==> src/rtl/pattern_step_seq.sv <==
module pattern_step_seq #(
  parameter int STEP_W = 6
) (
  input  logic              clk,
  input  logic              rst,
  input  logic              run,
  input  logic [1:0]        width_sel,
  input  logic              jmp_we,
  input  logic [STEP_W+1:0] jmp_addr,
  input  logic [7:0]        ctl_rdata,
  output logic [STEP_W+1:0] step_addr,
  output logic [STEP_W-2:0] ctl_addr,
  output logic [3:0]        grp_en
);
  localparam int AW = STEP_W + 2;
  localparam int CW = STEP_W - 1;

  logic [1:0]    shift_n;
  logic [AW-1:0] depth_mask, blk_mask, pc, reg_a, pc_shifted;
  logic          blk_last, take_jump;

  always_comb begin
    case (width_sel)
      2'd1:    shift_n = 2'd2;
      2'd2:    shift_n = 2'd3;
      default: shift_n = 2'd1;
    endcase
  end

  assign depth_mask = {AW{1'b1}} >> (2'd3 - shift_n);
  assign blk_mask   = AW'((1 << shift_n) - 1);
  assign blk_last   = (pc & blk_mask) == blk_mask;
  assign take_jump  = run && blk_last && (ctl_rdata[3:0] == 4'h1);
  assign pc_shifted = pc >> shift_n;
  assign ctl_addr   = pc_shifted[CW-1:0];
  assign step_addr  = pc;
  assign grp_en     = ~ctl_rdata[7:4];

  always_ff @(posedge clk) begin
    if (rst) begin
      pc    <= '0;
      reg_a <= '0;
    end else begin
      if (run)
        pc <= take_jump ? (reg_a & depth_mask) : ((pc + 1'b1) & depth_mask);
      if (jmp_we && !run)
        reg_a <= jmp_addr;
    end
  end

  a_r1_reset_zero: assert property (@(posedge clk) rst |=> step_addr == '0);

  a_r3_hold_when_idle: assert property (@(posedge clk) disable iff (rst)
    !run |=> $stable(step_addr));

  a_r4_advance: assert property (@(posedge clk) disable iff (rst)
    (run && !take_jump) |=> step_addr == (($past(step_addr) + 1'b1) & $past(depth_mask)));

  a_r5_jump_target: assert property (@(posedge clk) disable iff (rst)
    take_jump |=> step_addr == ($past(reg_a) & $past(depth_mask)));

  a_r8_rega_frozen: assert property (@(posedge clk) disable iff (rst)
    run |=> $stable(reg_a));
endmodule

==> config.mk <==
export PLATFORM = sky130hd
export DESIGN_NAME = pattern_step_seq
export DESIGN_NICKNAME = d
export VERILOG_FILES = /design/src/rtl/pattern_step_seq.sv
export SDC_FILE = /design/constraint.sdc
export NUM_CORES = 1
export LEC_CHECK = 0
export CAP_MARGIN = 10
export CORE_ASPECT_RATIO = 1.1
export CORE_MARGIN = 2
export CORE_UTILIZATION = 30
export CTS_CLUSTER_SIZE = 8
export DETAILED_ROUTE_END_ITERATION = 12
export REMOVE_ABC_BUFFERS = 1
export SYNTH_ARGS = -nofsm -noshare
export SYNTH_HDL_FRONTEND = slang
export SYNTH_SLANG_ARGS = --single-unit
==> constraint.sdc <==
create_clock -name clk -period 7.3 [get_ports clk]
set_input_delay 2.19 -clock clk [delete_from_list [all_inputs] [get_ports clk]]
set_output_delay 2.19 -clock clk [all_outputs]
set_load 0.05 [all_outputs]
# Word-level counts from Yosys, hierarchy flattened
# Index checks and enable logic that the tools add are counted.
# Widths: inputs -> output; s select.
# word_totals
ff_bits	16
word_cells	22
# op_classes
n_addsub	3
eq_ne	4
shifts	3
mux	2
bitwise_logic	4
reduce_logical	4
# ops
op	count
$and 8x8->8	3
$add 8x1->8 const B	1
$eq 8x8->1	1
$mux 8	1
$shl 1x2->8 const A	1
$shr 8x2->5	1
$shr 8x2->8 const A	1
$sub 8x2->8 const B	1
$eq 4x1->1 const B	1
$not 4->4	1
$pmux 2 s2	1
$logic_and 1x1->1	3
$eq 2x1->1 const B	1
$eq 2x2->1 const B	1
$sub 2x2->2 const A	1
$logic_not 1->1	1

# Longest topological paths before layout
# Gate-level depths: netlist of run 1.
# logic_depth
depth_word	9
ltp_mapped	10
depth_no_buf	9

# Worst setup path before layout of run 1
# No wires, ideal clock.
# synth_timing
path_type	in2out
from	input width_sel[0]
to	output ctl_addr[4]
t_arrival_ns	3.291
slack_ns	1.819
stages	4
n_path_buf	1
path_cell_list	inv_1 ha_1 buf_4 mux4_2
# synth_via
elab_chain_len	3
# synth_rtl
element	line_no	rtl
start, declared	7	input logic [1:0] width_sel,
$eq 2x2->1 or $eq 2x1->1 (tied branches)	23	case (width_sel)
$pmux 2 s2 *	23	
$shr 8x2->5 *	34	assign pc_shifted = pc >> shift_n;
end, declared	12	output logic [STEP_W-2:0] ctl_addr,
# Mark *: on every way between the ends. The rest lies on a longest branch, timed or not.

# Worst setup path after layout of run 1
# Same ends and word-level chain as after synthesis.

==> results.sh, run 1 <==
export IMPL_synth_cell_types=35
export IMPL_status="complete, no violations"
export IMPL_worstSetupEndpointType="output pin"
export IMPL_final_cell_mix="38 x clkdlybuf4s50_1, 16 x dfxtp_1, 14 x inv_1, 14 x mux2i_1, 11 x nor2_1"
export IMPL_cts_tree="yes"
export IMPL_grt_max_degree=16
export IMPL_grt_pass1_vias=896
export IMPL_synthCells=111
export IMPL_ys_ff_latch=16
export IMPL_clkPwrFrac_pct=25.1
export IMPL_initial_core_util_pct=31.89
export IMPL_ctsHoldBuffers=0
export IMPL_post_cts_setup_buffers=0
export IMPL_hp_start="reg_a[7]"
export IMPL_htree_levels=1
export IMPL_io_buffers=38
export IMPL_r2r_end="step_addr[7]"
export IMPL_num_io_pins=39
export IMPL_vias_per_cell=5.170
export IMPL_wl_per_cell_um=13.63
export IMPL_worstMarginPinSlew_ns=0.9563
export IMPL_routed_wl_um=2644
export IMPL_die_x_um=61.44
export IMPL_antenna_found_initial=0
export IMPL_final_antenna_net_count=0
export IMPL_holdPathEnd="reg_a[7]"
export IMPL_hold_violations=0
export IMPL_dr_pass1_iters=4
export IMPL_worstPathRequired_ns=5.11
export IMPL_crit_fanout=9
export IMPL_multiInputGateArea_um2=678.2
export IMPL_finish_utilization_pct=44.35
export IMPL_p_sw_share_pct=31.19
export IMPL_skew_ns=0.003349
export IMPL_final_common_cell="clkdlybuf4s50_1"
export IMPL_remaining_drc_errors=0
export IMPL_antenna_cells=0
export IMPL_drtIter0Drc=15
export IMPL_syn_avg_cell_area_um2=9.807
export IMPL_power_density_nw_per_um2=129.0
export IMPL_place_gp_congestion=0.8251
export IMPL_min_path_cells=2
export IMPL_fillers=371
export IMPL_seq_power_share_pct=48.4
export IMPL_clock_latency_ns=0.29
export IMPL_place_hpwl_um=1935
export IMPL_grt_total_usage_pct=13.53
export IMPL_pwr_share_comb_pct=26.5
export IMPL_p_leak_nw=0.5514
export IMPL_die_height_um=67.18
export IMPL_vdd_drop_max_v=0.00009072
export IMPL_max_freq_mhz=150.2
export IMPL_core_area_um2=3413
export IMPL_r2r_setup_slack_ns=5.17
export IMPL_cp_arrival_ns=4.47
export IMPL_cts_inserted_buffers=3
export IMPL_fin_nets=175
export IMPL_reg2regPathDepth=4
export IMPL_slew_headroom_pct=36.11
export IMPL_area_delta_synth_final_pct=39.08
export IMPL_max_cap_viol_count=0
export IMPL_rows=22
export IMPL_cts_resized=0
export IMPL_vias=1003
export IMPL_die_area_um2=4127
export IMPL_synth_area_um2=1089
export IMPL_setup_viol=0
export IMPL_clk_pin_slew_ns=0.09
export IMPL_seq_area_frac_synth_pct=29.43
export IMPL_grt_pass1_wl_um=4084
export IMPL_clock_sinks=16
export IMPL_internal_power_mw=0.1344
export IMPL_cts_max_path_buffers=2
export IMPL_cp_start_kind="input pin"
export IMPL_tns_ns=0
export IMPL_cts_root_buf="clkbuf_4"
export IMPL_power_switching_mw=0.06094
export IMPL_seq_area_um2=320.3
export IMPL_rsz0062_at_grt="no"
export IMPL_post_route_min_period_ns=6.658
export IMPL_min_period_over_period_pct=91.21
export IMPL_grt_ovfl_total=0
export IMPL_yosys_warnings=0
export IMPL_holdCritPathClass="flop to flop"
export IMPL_worstSetupPathType="input pin to output pin"
export IMPL_drive_above_1_share_pct=9.589
export IMPL_maxSlewViolCount=0
export IMPL_r2r_start="step_addr[2]"
-- cells by family (layout without fill, tap and decap cells) --
kind of cell / Yosys count / count (layout) / share of synthesized area [%]
and+or+nand+nor: 31 / 31 / 15.17
DFF: 16 / 16 / 29.43
muxes: 19 / 19 / 23.22
buffers and inverters: 20 / 55 / 8.275
AOI/OAI and AO/OA: 20 / 20 / 18.16
adders and majority gates: 5 / 5 / 5.747
-- power groups by stage --
stage	combinational, mW	sequential [mW]	clock (mW)
after floorplan	0.0257	0.0990	0
after global placement	0.0511	0.0964	0
after detailed placement	0.0521	0.0966	0
after CTS	0.0523	0.0946	0.0505
after global routing	0.0556	0.0953	0.0533
final	0.0518	0.0946	0.0490
-- flip-flops by register name, summed over array words and instances, names as in the netlist --
signal and flops:
reg_a 8, step_addr 8
-- Yosys cell counts (all sizes together) --
| master | number | area, um2 |
|---|---|---|
| a2111oi | 1 | 27.53 |
| a211oi | 1 | 12.51 |
| a21o | 1 | 7.510 |
| a311oi | 2 | 23.77 |
| a31oi | 1 | 6.260 |
| and2 | 2 | 12.51 |
| and3 | 2 | 12.51 |
| and4 | 1 | 8.760 |
| buf | 3 | 26.27 |
| clkbuf | 3 | 11.26 |
| dfxtp | 16 | 320.3 |
| ha | 5 | 62.56 |
| inv | 14 | 52.55 |
| mux2i | 14 | 140.1 |
| mux4 | 5 | 112.6 |
| nand2 | 4 | 15.01 |
| nand3 | 3 | 15.01 |
| nand4 | 1 | 6.260 |
| nand4b | 1 | 8.760 |
| nor2 | 11 | 41.29 |
| nor2b | 3 | 18.77 |
| nor3 | 1 | 5.000 |
| nor4b | 1 | 15.01 |
| o21a | 3 | 22.52 |
| o21ai | 2 | 10.01 |
| o221ai | 1 | 15.01 |
| o22ai | 2 | 18.77 |
| o31a | 1 | 8.760 |
| o31ai | 1 | 7.510 |
| o32ai | 3 | 26.28 |
| o41a | 1 | 11.26 |
| or3 | 1 | 6.260 |
-- routing by layer --
metal	track usage (%)	share of wire, %
met5	0	0
met4	6.649	1.8
met3	1.724	8.5
met2	20.74	43
met1	18.58	47
-- how the worst max path moves through the flow --
stage | startpoint | to | slack [ns]
final | width_sel[0] | ctl_addr[4] | 0.64
after global routing | width_sel[0] | ctl_addr[4] | 0.59
after CTS | width_sel[0] | ctl_addr[4] | 0.63
after detailed placement | width_sel[0] | ctl_addr[4] | 0.62
after global placement | width_sel[0] | ctl_addr[4] | 0.68
after floorplan | width_sel[0] | ctl_addr[4] | 1.76
-- stage by stage --
stage | power, mW | worst slack, ns | hold WS (ns) | instances | area [um2]
detailed placement | 0.1487 | 0.6246 | 0.4810 | 191 | 1491
CTS | 0.1974 | 0.6272 | 0.5050 | 194 | 1514
finish | 0.1954 | 0.6420 | 0.4987 | 194 | 1514
floorplan | 0.1246 | 1.764 | 0.4523 | 105 | 1051
global placement | 0.1475 | 0.6831 | 0.4731 | 191 | 1491
global route | 0.2042 | 0.5870 | 0.5223 | 194 | 1514
-- worst max-delay path, cell delays in order --
cell and delay, ns:
clkdlybuf4s50_1 0.48, inv_1 0.06, ha_1 0.49, mux4_2 0.54, clkdlybuf4s50_1 0.71
-- area by class of cell --
class	count	share of cell area, %
Inverter	14	3.471
Tap cell	48	3.967
Clock buffer	3	1.488
Multi-Input combinational cell	75	44.79
Timing Repair Buffer	38	25.12
Sequential cell	16	21.16
(Power assumes the default switching activity.)
==> inputs of run 2 (changes only) <==
Settings changed: CORE_MARGIN 2 to 3, MAX_ROUTING_LAYER set to met4.
==> results.sh, run 2 (synthesized netlist as in run 1, its figures left out) <==
export IMPL_rsz0062_at_grt="no"
export IMPL_min_period_over_period_pct=91.05
export IMPL_drtIter0Drc=22
export IMPL_post_cts_setup_buffers=0
export IMPL_multiInputGateArea_um2=678.2
export IMPL_ctsHoldBuffers=0
export IMPL_skew_ns=0.002381
export IMPL_worstMarginPinSlew_ns=0.9723
export IMPL_die_area_um2=4388
export IMPL_vias=971
export IMPL_vdd_drop_max_v=0.00006328
export IMPL_vias_per_cell=4.979
export IMPL_io_buffers=38
export IMPL_worstSetupPathType="input pin to output pin"
export IMPL_die_x_um=63.44
export IMPL_reg2regPathDepth=4
export IMPL_antenna_found_initial=0
export IMPL_final_antenna_net_count=0
export IMPL_clock_sinks=16
export IMPL_power_density_nw_per_um2=134.6
export IMPL_r2r_setup_slack_ns=5.20
export IMPL_min_path_cells=2
export IMPL_grt_max_degree=16
export IMPL_r2r_end="step_addr[7]"
export IMPL_fillers=361
export IMPL_final_cell_mix="38 x clkdlybuf4s50_1, 16 x dfxtp_1, 14 x inv_1, 14 x mux2i_1, 11 x nor2_1"
export IMPL_routed_wl_um=2612
export IMPL_fin_cells=195
export IMPL_grt_total_usage_pct=12.80
export IMPL_grt_ovfl_total=0
export IMPL_setup_viol=0
export IMPL_p_leak_nw=0.5586
export IMPL_grt_pass1_vias=958
export IMPL_post_dp_cell_area_um2=1491
export IMPL_core_area_um2=3413
export IMPL_drive_above_1_share_pct=10.20
export IMPL_htree_levels=1
export IMPL_fin_nets=175
export IMPL_num_io_pins=39
export IMPL_cts_inserted_buffers=3
export IMPL_clock_latency_ns=0.29
export IMPL_holdPathEnd="reg_a[7]"
export IMPL_tns_ns=0
export IMPL_post_route_min_period_ns=6.647
export IMPL_place_hpwl_um=1950
export IMPL_cts_tree="yes"
export IMPL_final_common_cell="clkdlybuf4s50_1"
export IMPL_remaining_drc_errors=0
export IMPL_grt_pass1_wl_um=4402
export IMPL_antenna_cells=0
export IMPL_final_cell_area_um2=1528
export IMPL_cp_start_kind="input pin"
export IMPL_slew_headroom_pct=35.05
export IMPL_maxSlewViolCount=0
export IMPL_status="complete, no violations"
export IMPL_cts_max_path_buffers=2
export IMPL_wl_per_cell_um=13.39
export IMPL_rows=22
export IMPL_cp_arrival_ns=4.46
export IMPL_place_gp_congestion=0.7929
export IMPL_initial_core_util_pct=31.89
export IMPL_hp_start="reg_a[7]"
export IMPL_holdCritPathClass="flop to flop"
export IMPL_max_cap_viol_count=0
export IMPL_hold_violations=0
export IMPL_die_height_um=69.18
export IMPL_max_freq_mhz=150.5
export IMPL_crit_fanout=9
export IMPL_worstSetupEndpointType="output pin"
export IMPL_seq_area_um2=320.3
export IMPL_r2r_start="step_addr[2]"
export IMPL_worstPathRequired_ns=5.11
export IMPL_dp_cells=191
export IMPL_dr_pass1_iters=4
export IMPL_clk_pin_slew_ns=0.09
export IMPL_area_delta_synth_final_pct=40.35
export IMPL_cts_resized=0
export IMPL_cts_root_buf="clkbuf_4"
[run 2: worst max path at each step]
stage / startpoint / endpoint / slack (ns) / cells past startpoint
2_1_floorplan: width_sel[0] / ctl_addr[4] / 1.76 / 3
3_3_place_gp: width_sel[0] / ctl_addr[4] / 0.68 / 5
3_5_place_dp: width_sel[0] / ctl_addr[4] / 0.64 / 5
4_1_cts: width_sel[0] / ctl_addr[4] / 0.64 / 5
5_1_grt: width_sel[0] / ctl_addr[4] / 0.59 / 5
6_report: width_sel[0] / ctl_addr[4] / 0.65 / 5
[run 2: cell type report]
class                   instances  area share [%]
clock buffers                   4           2.375
inverters                      14           3.440
multi-input cells              75           44.39
flip-flops and latches         16           20.97
well taps                      48           3.931
repair buffers                 38           24.90
[run 2: through the flow]
| stage | hold slack (ns) | utilization, % | power (mW) | worst slack, ns |
|---|---|---|---|---|
| floorplan | 0.4523 | - | 0.1246 | 1.764 |
| global placement | 0.4764 | 43.70 | 0.1475 | 0.6818 |
| detailed placement | 0.4820 | 43.70 | 0.1483 | 0.6399 |
| finish | 0.4965 | 44.76 | 0.2057 | 0.6534 |
| CTS | 0.5063 | 44.76 | 0.2089 | 0.6412 |
| global route | 0.5349 | 44.76 | 0.2150 | 0.5941 |
[run 2: worst max-delay path, cell delays in order]
cell and delay [ns]:
clkdlybuf4s50_1 0.48, inv_1 0.06, ha_1 0.47, mux4_2 0.53, clkdlybuf4s50_1 0.71
[run 2: per-layer routing]
layer	GRT usage, %	routed length (um)
met4	5.755	40
met5	-	0
met3	2.593	152
met2	20.19	1222
met1	15.68	1197
[run 2: where the power goes]
group	total [mW]	leakage (nW)	internal, mW	switching (mW)
clock	0.0598	0.0210	0.0304	0.0294
combinational	0.0516	0.407	0.0246	0.0269
sequential	0.0943	0.130	0.0905	0.00377
